$ cat config.mk
export PLATFORM = sky130hd
export DESIGN_NAME = hpm_counter_unit
export DESIGN_NICKNAME = d
export VERILOG_FILES = /design/src/rtl/hpm_pkg.sv /design/src/rtl/hpm_mode_filter.sv /design/src/rtl/hpm_event_sel.sv /design/src/rtl/hpm_count_core.sv /design/src/rtl/hpm_counter_unit.sv
export SDC_FILE = /design/constraint.sdc
export NUM_CORES = 1
export LEC_CHECK = 0
export BUFFER_PORTS_ARGS = -buffer_cell sky130_fd_sc_hd__clkbuf_2
export CAP_MARGIN = 20
export CORE_MARGIN = 3
export CORE_UTILIZATION = 55
export DETAILED_ROUTE_END_ITERATION = 10
export PLACE_DENSITY_LB_ADDON = 0.08
export SYNTH_ARGS = -nofsm -noshare
export SYNTH_HDL_FRONTEND = slang
export SYNTH_SLANG_ARGS = --single-unit
$ cat constraint.sdc
create_clock -name clk -period 3 [get_ports clk]
set_clock_uncertainty 0.05 [all_clocks]
set_input_delay 0.6 -clock clk [delete_from_list [all_inputs] [get_ports clk]]
set_output_delay 0.6 -clock clk [all_outputs]
set_load 0.005 [all_outputs]
$ cat src/rtl/hpm_pkg.sv
package hpm_pkg;
  localparam int unsigned SEL_W      = 64;
  localparam int unsigned HALF_W     = 32;
  localparam int unsigned EVT_W      = 20;
  localparam int unsigned OF_BIT     = 63;
  localparam int unsigned INH_TOP    = 62;
  localparam int unsigned INH_N      = 5;
  localparam logic [SEL_W-1:0] SEL_WR_MASK = 64'hFC00_FFFF_FFFF_FFFF;

  typedef enum logic [1:0] {
    PL_USER  = 2'b00,
    PL_SUPER = 2'b01,
    PL_RSVD  = 2'b10,
    PL_MACH  = 2'b11
  } priv_lvl_e;

  // inh = {M, S, U, VS, VU}
  function automatic logic mode_blocked(input logic [INH_N-1:0] inh,
                                        input logic [1:0] lvl,
                                        input logic virt);
    case (priv_lvl_e'(lvl))
      PL_MACH:  return inh[4];
      PL_SUPER: return virt ? inh[1] : inh[3];
      PL_USER:  return virt ? inh[0] : inh[2];
      default:  return 1'b1;
    endcase
  endfunction

  function automatic logic [SEL_W-1:0] merge_half(input logic [SEL_W-1:0] old,
                                                  input logic hi,
                                                  input logic [HALF_W-1:0] d);
    return hi ? {d, old[HALF_W-1:0]} : {old[SEL_W-1:HALF_W], d};
  endfunction
endpackage

$ cat src/rtl/hpm_mode_filter.sv
module hpm_mode_filter
  import hpm_pkg::*;
(
  input  logic             clk,
  input  logic             rst_n,
  input  logic [INH_N-1:0] inh_bits,
  input  logic [1:0]       priv_lvl,
  input  logic             virt_mode,
  input  logic             count_inhibit,
  input  logic             event_in,
  output logic             count_ok
);
  logic blocked;
  assign blocked  = mode_blocked(inh_bits, priv_lvl, virt_mode);
  assign count_ok = event_in && !count_inhibit && !blocked;

  a_r3_rsvd_level: assert property (@(posedge clk) disable iff (!rst_n)
    (priv_lvl == 2'b10) |-> !count_ok);
  a_r4_global_off: assert property (@(posedge clk) disable iff (!rst_n)
    count_inhibit |-> !count_ok);
endmodule

$ cat src/rtl/hpm_event_sel.sv
module hpm_event_sel
  import hpm_pkg::*;
(
  input  logic              clk,
  input  logic              rst_n,
  input  logic              wr_en,
  input  logic              wr_hi,
  input  logic [HALF_W-1:0] wr_data,
  input  logic              of_set,
  output logic [SEL_W-1:0]  sel_q
);
  logic [SEL_W-1:0] sel_wr_val;
  assign sel_wr_val = merge_half(sel_q, wr_hi, wr_data) & SEL_WR_MASK;

  always_ff @(posedge clk or negedge rst_n) begin
    if (!rst_n) begin
      sel_q <= '0;
    end else if (wr_en) begin
      sel_q <= sel_wr_val;
      if (of_set && !wr_hi) sel_q[OF_BIT] <= 1'b1;
    end else if (of_set) begin
      sel_q[OF_BIT] <= 1'b1;
    end
  end

  a_r9_rsvd_zero: assert property (@(posedge clk) disable iff (!rst_n)
    sel_q[57:48] == '0);
  a_r6_of_sticky: assert property (@(posedge clk) disable iff (!rst_n)
    (sel_q[OF_BIT] && !(wr_en && wr_hi)) |=> sel_q[OF_BIT]);
endmodule

$ cat src/rtl/hpm_count_core.sv
module hpm_count_core
  import hpm_pkg::*;
#(
  parameter int unsigned CNT_W = 64
) (
  input  logic              clk,
  input  logic              rst_n,
  input  logic              inc,
  input  logic              wr_en,
  input  logic              wr_hi,
  input  logic [HALF_W-1:0] wr_data,
  input  logic              of_now,
  output logic [CNT_W-1:0]  cnt_q,
  output logic              wrap_evt,
  output logic              of_set,
  output logic              irq_q
);
  localparam logic [CNT_W-1:0] CNT_MAX = '1;

  assign wrap_evt = inc && !wr_en && (cnt_q == CNT_MAX);
  assign of_set   = wrap_evt && !of_now;

  always_ff @(posedge clk or negedge rst_n) begin
    if (!rst_n) begin
      cnt_q <= '0;
      irq_q <= 1'b0;
    end else begin
      irq_q <= of_set;
      if (wr_en)    cnt_q <= merge_half(cnt_q, wr_hi, wr_data);
      else if (inc) cnt_q <= cnt_q + 1'b1;
    end
  end

  a_r2_step: assert property (@(posedge clk) disable iff (!rst_n)
    (inc && !wr_en) |=> cnt_q == $past(cnt_q) + 1'b1);
  a_r5_irq_on_wrap: assert property (@(posedge clk) disable iff (!rst_n)
    (wrap_evt && !of_now) |=> (irq_q && cnt_q == '0));
  a_r6_no_repeat: assert property (@(posedge clk) disable iff (!rst_n)
    (wrap_evt && of_now) |=> !irq_q);
  a_r7_write_wins: assert property (@(posedge clk) disable iff (!rst_n)
    (wr_en && !wr_hi) |=> cnt_q[HALF_W-1:0] == $past(wr_data));
  a_r2_hold: assert property (@(posedge clk) disable iff (!rst_n)
    (!inc && !wr_en) |=> $stable(cnt_q));
endmodule

$ cat src/rtl/hpm_counter_unit.sv
module hpm_counter_unit
  import hpm_pkg::*;
(
  input  logic        clk,
  input  logic        rst_n,
  input  logic        event_in,
  input  logic        count_inhibit,
  input  logic [1:0]  priv_lvl,
  input  logic        virt_mode,
  input  logic        csr_we,
  input  logic        csr_sel,
  input  logic        csr_hi,
  input  logic [31:0] csr_wdata,
  output logic [31:0] csr_rdata,
  output logic [19:0] evt_code,
  output logic        ovf_flag,
  output logic        ovf_irq
);
  localparam int unsigned CNT_W = 64;

  logic [SEL_W-1:0] sel_q;
  logic [CNT_W-1:0] cnt_q;
  logic             count_ok, wrap_evt, of_set;
  logic             cnt_wr, sel_wr;

  assign cnt_wr = csr_we && !csr_sel;
  assign sel_wr = csr_we &&  csr_sel;

  hpm_mode_filter u_filter (
    .clk(clk), .rst_n(rst_n),
    .inh_bits(sel_q[INH_TOP -: INH_N]),
    .priv_lvl(priv_lvl), .virt_mode(virt_mode),
    .count_inhibit(count_inhibit), .event_in(event_in),
    .count_ok(count_ok)
  );

  hpm_count_core #(.CNT_W(CNT_W)) u_core (
    .clk(clk), .rst_n(rst_n), .inc(count_ok),
    .wr_en(cnt_wr), .wr_hi(csr_hi), .wr_data(csr_wdata),
    .of_now(sel_q[OF_BIT]),
    .cnt_q(cnt_q), .wrap_evt(wrap_evt), .of_set(of_set), .irq_q(ovf_irq)
  );

  hpm_event_sel u_sel (
    .clk(clk), .rst_n(rst_n), .wr_en(sel_wr), .wr_hi(csr_hi),
    .wr_data(csr_wdata), .of_set(of_set), .sel_q(sel_q)
  );

  always_comb begin
    case ({csr_sel, csr_hi})
      2'b00:   csr_rdata = cnt_q[31:0];
      2'b01:   csr_rdata = cnt_q[63:32];
      2'b10:   csr_rdata = sel_q[31:0];
      default: csr_rdata = sel_q[63:32];
    endcase
  end

  assign evt_code = sel_q[EVT_W-1:0];
  assign ovf_flag = sel_q[OF_BIT];

  a_r10_flag_irq: assert property (@(posedge clk) disable iff (!rst_n)
    ovf_irq |-> ovf_flag || $past(csr_we && csr_sel && csr_hi));
  a_r5_pulse: assert property (@(posedge clk) disable iff (!rst_n)
    ovf_irq |=> !ovf_irq);
endmodule

==> results of run 1 <==
## how the worst max path moves through the flow
stage / endpoint / from / cells past startpoint / slack [ns]
6_report: u_core.cnt_q[19] / u_core.cnt_q[8] / 6 / 0.38
3_5_place_dp: u_core.cnt_q[10] / virt_mode / 8 / 0.46
2_1_floorplan: csr_rdata[14] / csr_hi / 4 / 0.46
3_3_place_gp: u_core.cnt_q[8] / virt_mode / 8 / 0.45
5_1_grt: u_core.cnt_q[31] / u_core.cnt_q[8] / 6 / 0.25
4_1_cts: u_core.cnt_q[38] / u_core.cnt_q[25] / 6 / 0.53
## per-layer routing
| metal | GRT usage, % | part of all wire, % | vias up |
|---|---|---|---|
| met5 | 0 | 0 | - |
| li1 | - | - | 2797 |
| met1 | 39.6 | 41 | 3024 |
| met3 | 7.74 | 7.5 | 54 |
| met2 | 47.9 | 48 | 295 |
| met4 | 12.1 | 3.6 | 0 |
## power by group through the flow
stage	logic (mW)	clock network, mW	registers [mW]
6_report	0.970	2.12	2.24
5_1_grt	1.08	2.22	2.29
4_1_cts	0.983	2.15	2.23
3_5_place_dp	0.974	0	2.26
3_3_place_gp	0.947	0	2.24
2_1_floorplan	0.736	0	2.12
## cells by family after synthesis
logic type	share of synthesized area, %
and+or+nand+nor	21.0
buffers and inverters	5.48
muxes	17.2
DFF	42.2
AOI/OAI and AO/OA	9.75
adders and majority gates	0.177
xor gates and xnor gates	4.22
## sequential cells by signal, indices dropped and copies added, names as in the netlist
register,cells
u_core.cnt_q,64
u_sel.sel_q,54
u_core.irq_q,1
## cell type report
| type | instances | area [um^2] | share of cell area, % |
|---|---|---|---|
| Tap cell | 168 | 210 | 2.53 |
| Inverter | 8 | 30.0 | 0.361 |
| Multi-Input combinational cell | 522 | 3700 | 44.4 |
| Clock buffer | 21 | 480 | 5.77 |
| Sequential cell | 119 | 2980 | 35.8 |
| Timing Repair Buffer | 130 | 778 | 9.35 |
| Clock inverter | 11 | 146 | 1.76 |
## synth_stat cells (all sizes together), types with 13 or more instances
library cell and number:
clkbuf 31, mux2 53, buf 34, nand4 26, o211ai 13, a21oi 24, nand2 80, nor4 18
nor3 17, dfrtp 119, nand3 50, o21ai 40, and3 13, nor2 41, mux4 22, xnor2 22
## through the flow
stage	setup WS, ns	total power, mW	utilization (%)	std cells
after floorplan	0.458	2.85	-	714
after global placement	0.450	3.18	62.8	947
after detailed placement	0.461	3.23	62.8	947
after CTS	0.527	5.36	67.9	979
after global routing	0.253	5.59	67.9	979
final	0.383	5.33	67.9	979
==> summary.md, run 1 <==
| Metric | Value |
|---|---|
| Run status | finished, final reports clean |
| WP buf/inv | 0 |
| Tightest Pin Transition | around 0.74 ns |
| Biggest cell delay along the critical path | 0.63 ns |
| Nets@finish | about 840 |
| Total global-route track usage | 30.2% |
| Avg Vias per Cell | approximately 6.3 |
| I/O pin cnt | between 90 and 100 |
| CP max stage cell | nor2_1 |
| P_sw | 1.52 mW |
| Post_cts resized | 0 |
| Post-CTS Repair Setup Buffers | 0 |
| Clk Latency, worst-skew pair | 0.41 ns |
| Setup_tns | 0 ns |
| Post-route minimum period | 2.62 ns |
| Die width | about 120 um |
| Critical path cell sequence | and3_1, nand3_1, nor2_1, nand3_1, xor2_1, o21ai_0 |
| Top FF cell, synth | dfrtp_1 |
| Clock Power Share | 39.7% |
| Gpl congestion | 0.952 |
| Final instance area | around 8300 um^2 |
| Vias in the first global route | 6186 |
| ANT nets after route | 0 |
| Top post-synthesis cells by area | dfrtp_1 (42%), mux2_2 (8.5%), mux4_2 (7.0%) |
| Total Die Area | between 10000 and 15000 um^2 |
| Avg WL per Cell | 21.0 um |
| Vias | ~6200 |
| CP dominant cell by count | nand3_1 |
| Layout cells sized above 1 | between 30% and 40% |
| RR Startpoint | u_core.cnt_q[8] |
| Synth Register Bits | around 120 |
| Hold buffers post-CTS | 0 |
| Worst setup SP type | flip-flop |
| Hold Vio Cnt, Final | 0 |
| Combinational power share | approximately 18% |
| Most common cell after layout, fill and taps aside | dfrtp_1 |
| Post-DP Area | around 7700 um^2 |
| Ys Warns | 0 |
| Syn_nets | around 760 |
| DRC | 0 |
| Mapped Area | approximately 7100 um^2 |
| CP max FO | 8 |
| Slew Viols, Final | 0 |
| EDFF count, synth | 0 |
| Final Cycle Share | 87.2% |
| Avg Cell Area, Syn | around 10 um^2 |
| Seq/Total Area, Yosys | 42.2% |
| Int Pwr | roughly 3.8 mW |
| WS Path Type | reg2reg |
| CTS tree | built |
| PD cells | around 640 nW/um^2 |
| Chip Height | roughly 120 um |
| Max Cap Violations | 0 |
| Final setup violation count | 0 |
| Cells after Synth | between 700 and 800 |
| Final WL | 20.5 mm |
| # H-tree levels | 4 |
| # rows | 40 |
| Hold/Removal Path Class | in2async |
| First-pass iteration count of the detailed router | 5 |
| Clk slew on worst S/H paths | ~0.060 ns |
| Most frequent cells in the layout | dfrtp_1 (119), clkbuf_2 (94), nand2_1 (80) |
| Initial DRC Count | roughly 580 |
| Worst R2R Path Depth | 6 |
| TritonCTS Buffers | 17 |
| # clock sinks | approximately 120 |
| Switching Fraction | 28.5% |
| First-pass GRT wire length | ~34 mm |
| Core area | between 10000 and 15000 um^2 |
| Post-synth top area share | 42.2% |
| Diodes inserted | 0 |
| Root buf cell | clkbuf_16 |
| Distinct cells, synth | between 50 and 60 |
| Flop2flop setup slack | roughly 0.38 ns |
| Max rail drop VDD | 0.000741 V |
| Highest Clock Rate | roughly 380 MHz |
| Critical path data required time | around 3.3 ns |
| Largest net degree at the start of global routing | between 50 and 60 |
| Leading area contributor after synthesis | dfrtp_1 |
| Initial Util | between 50% and 60% |
| Hold Slack | between 0.15 and 0.2 ns |
| RSZ-0062 raised after global routing | no |
| Final HPWL DP | about 15 mm |
| Part of the power in registers | 42.1% |
| Overflow after GRT | 0 |
| Leak | around 3.4 nW |
| Delay-heaviest family, CP | simple AND/OR/NAND/NOR gates |
| # fillers | 990 |
| Initial antenna violation count | 0 |
| Area growth from synthesis to layout | 17.9% |
| Worst R2R End | u_core.cnt_q[19] |
| Crit path arrival time | 2.89 ns |
| CP Capture Type | flip-flop |
| CTS Buffer Depth | 2 |
| Async SR Flop Fraction | 100% |
| PortBufs | 95 |
| Slew headroom | 50.5% |
Note: power is estimated with default switching activity, not from simulation.
==> inputs of run 2 (changes only) <==
--- a/config.mk
+++ b/config.mk
@@ -8,6 +8,8 @@
 export BUFFER_PORTS_ARGS = -buffer_cell sky130_fd_sc_hd__clkbuf_2
 export CAP_MARGIN = 20
+export CELL_PAD_IN_SITES_DETAIL_PLACEMENT = 1
+export CELL_PAD_IN_SITES_GLOBAL_PLACEMENT = 1
 export CORE_MARGIN = 3
-export CORE_UTILIZATION = 55
+export CORE_UTILIZATION = 45
 export DETAILED_ROUTE_END_ITERATION = 10
 export PLACE_DENSITY_LB_ADDON = 0.08
==> constraint.sdc (replaced) <==
create_clock -name clk -period 3 [get_ports clk]
set_clock_uncertainty 0.05 [all_clocks]
set_input_delay 0.15 -clock clk [delete_from_list [all_inputs] [get_ports clk]]
set_output_delay 0.15 -clock clk [all_outputs]
set_load 0.005 [all_outputs]
==> run 2 against run 1 <==
Compared with the run above: cell count is 7.7% higher; via count rose by 2.2%; combinational power rose by 6%; wire length is 18% higher; clock power rose by 2%; critical endpoint is now u_core.cnt_q[54].
==> summary.md, run 2 (synthesis results as in run 1) <==
| Metric | Value |
|---|---|
| Run status | finished, final reports clean |
| Total Die Area | ~17000 um^2 |
| Avg Vias per Cell | between 5 and 6 |
| Worst setup SP type | flip-flop |
| Die width | ~130 um |
| Diodes inserted | 0 |
| Hold buffers post-CTS | 33 |
| Top Registers | u_core.cnt_q x64, u_sel.sel_q x54, u_core.irq_q x1 |
| PD cells | about 630 nW/um^2 |
| First-pass iteration count of the detailed router | 4 |
| # rows | 45 |
| CTS tree | built |
| Layout cells sized above 1 | approximately 29% |
| Initial DRC Count | 451 |
| Worst hold path depth | 3 |
| Max reg flops | 64 |
| Final WL | approximately 24 mm |
| DRC | 0 |
| Core area | about 15000 um^2 |
| Hold path endpoint | u_core.cnt_q[15] |
| Setup_tns | 0 ns |
| Max Cap Violations | 0 |
| Leak | ~3.6 nW |
| Clk slew on worst S/H paths | around 0.060 ns |
| Final Cycle Share | approximately nine tenths |
| Largest net degree at the start of global routing | between 60 and 70 |
| WS Path Type | reg2reg |
| CP Capture Type | flip-flop |
| Chip Height | approximately 130 um |
| ANT nets after route | 0 |
| Final HPWL DP | roughly 17 mm |
| Pre-CTS WS | 0.327 ns |
| Flop2flop setup slack | between 0.2 and 0.3 ns |
| Worst R2R Path Depth | 6 |
| Vias in the first global route | 6828 |
| Hold/Removal Path Class | in2reg |
| Most common cell after layout, fill and taps aside | dfrtp_1 |
| Slew headroom | between 40% and 50% |
| Tightest Pin Transition | around 0.88 ns |
| Nets@finish | roughly 870 |
| Post-route minimum period | 2.71 ns |
| Initial antenna violation count | 0 |
| Critical path cell sequence | nand4_1, nor3_1, nand4_1, o41ai_1, o21ai_0, a21o_1 |
| Most frequent cells in the layout | dfrtp_1 (119), clkbuf_2 (94), nand2_1 (80) |
| Max rail drop VDD | 0.000389 V |
| Worst R2R End | u_core.cnt_q[54] |
| CP dominant cell by count | nand4_1 |
| RR Startpoint | u_core.cnt_q[18] |
| Biggest cell delay along the critical path | 0.56 ns |
| I/O pin cnt | between 90 and 100 |
| Post-placement cell count | slightly below 1000 |
| # H-tree levels | 4 |
| Critical path data required time | ~3.3 ns |
| First-pass GRT wire length | ~39 mm |
| Vias | between 6000 and 7000 |
| CP max stage cell | nor3_1 |
| PortBufs | 95 |
| Crit path arrival time | roughly 3.0 ns |
| CP max FO | 9 |
| Post-CTS Repair Setup Buffers | 0 |
| Hold Vio Cnt, Final | 0 |
| Root buf cell | clkbuf_16 |
| Gpl congestion | around 0.9 |
| Overflow after GRT | 0 |
| Highest Clock Rate | approximately 370 MHz |
| Largest Register | u_core.cnt_q |
| TritonCTS Buffers | 17 |
| Total global-route track usage | approximately 29% |
| Post_cts resized | 0 |
| Area growth from synthesis to layout | 22.6% |
| Min-delay src | csr_sel |
| Avg WL per Cell | about 23 um |
| # clock sinks | between 100 and 150 |
| Slew Viols, Final | 0 |
| # fillers | 1723 |
| CTS Buffer Depth | 2 |
| Fin cells | 1054 |
| RSZ-0062 raised after global routing | no |
| Initial Util | a little under half |
| Clk Latency, worst-skew pair | roughly 0.42 ns |
| Final setup violation count | 0 |
| Setup WS post-layout | 0.294 ns |
==> run 2: cell count changes in the layout (fill, tap and decap cells not counted), sizes merged <==
| cell | delta |
|---|---|
| dlygate4sd3 | +33 |
| clkinvlp | -4 |
| clkbuf | +2 |
| buf | -1 |
| bufinv | +1 |
| clkinv | +1 |
==> run 2: area by class of cell <==
class	instances	area (um^2)	area share, %
timing repair buffer	162	1060	12.3
tap	211	264	3.05
clock buffer	23	468	5.41
sequential	119	2980	34.4
clock inverter	9	148	1.71
multi-input combinational	522	3700	42.8
inverter	8	30.0	0.347
==> run 2: metrics by stage <==
stage	util, %	power, mW	area, um^2	hold WS, ns
after CTS	56.7	5.49	8650	0.228
after global routing	56.7	5.72	8650	0.268
final	56.7	5.46	8650	0.265
after global placement	50.5	3.20	7700	0.279
after floorplan	-	2.85	7060	-0.196
after detailed placement	50.5	3.27	7700	0.287
==> run 2: metal layers <==
layer	up-vias	track usage, %	share of wire [%]
met3	42	3.79	4.3
li1	2864	-	-
met5	-	0	0
met2	184	48.6	50
met1	3215	38.0	44
met4	0	10.1	2.5
==> run 2: worst max path at each step <==
stage	from	to	cells past startpoint	slack, ns
after global placement	u_core.cnt_q[14]	u_sel.sel_q[63]	6	0.42
after floorplan	u_core.cnt_q[41]	u_core.cnt_q[51]	6	0.94
final	u_core.cnt_q[18]	u_core.cnt_q[54]	6	0.29
after CTS	u_core.cnt_q[18]	u_core.cnt_q[41]	7	0.31
after global routing	u_core.cnt_q[18]	u_core.cnt_q[54]	6	0.003
after detailed placement	u_core.cnt_q[18]	u_core.cnt_q[41]	7	0.33
==> run 2: worst max-delay path: cells and delay by family, from the launching register on <==
kind | cells | cell delay, ns
AO/OA/AOI/OAI | 3 | 0.85
flip-flops | 1 | 0.47
AND/OR/NAND/NOR | 3 | 1.22
==> run 2: power breakdown <==
group	internal (mW)	total (mW)	switching, mW
registers	1.90	2.26	0.364
clock network	1.43	2.17	0.744
logic	0.548	1.03	0.480
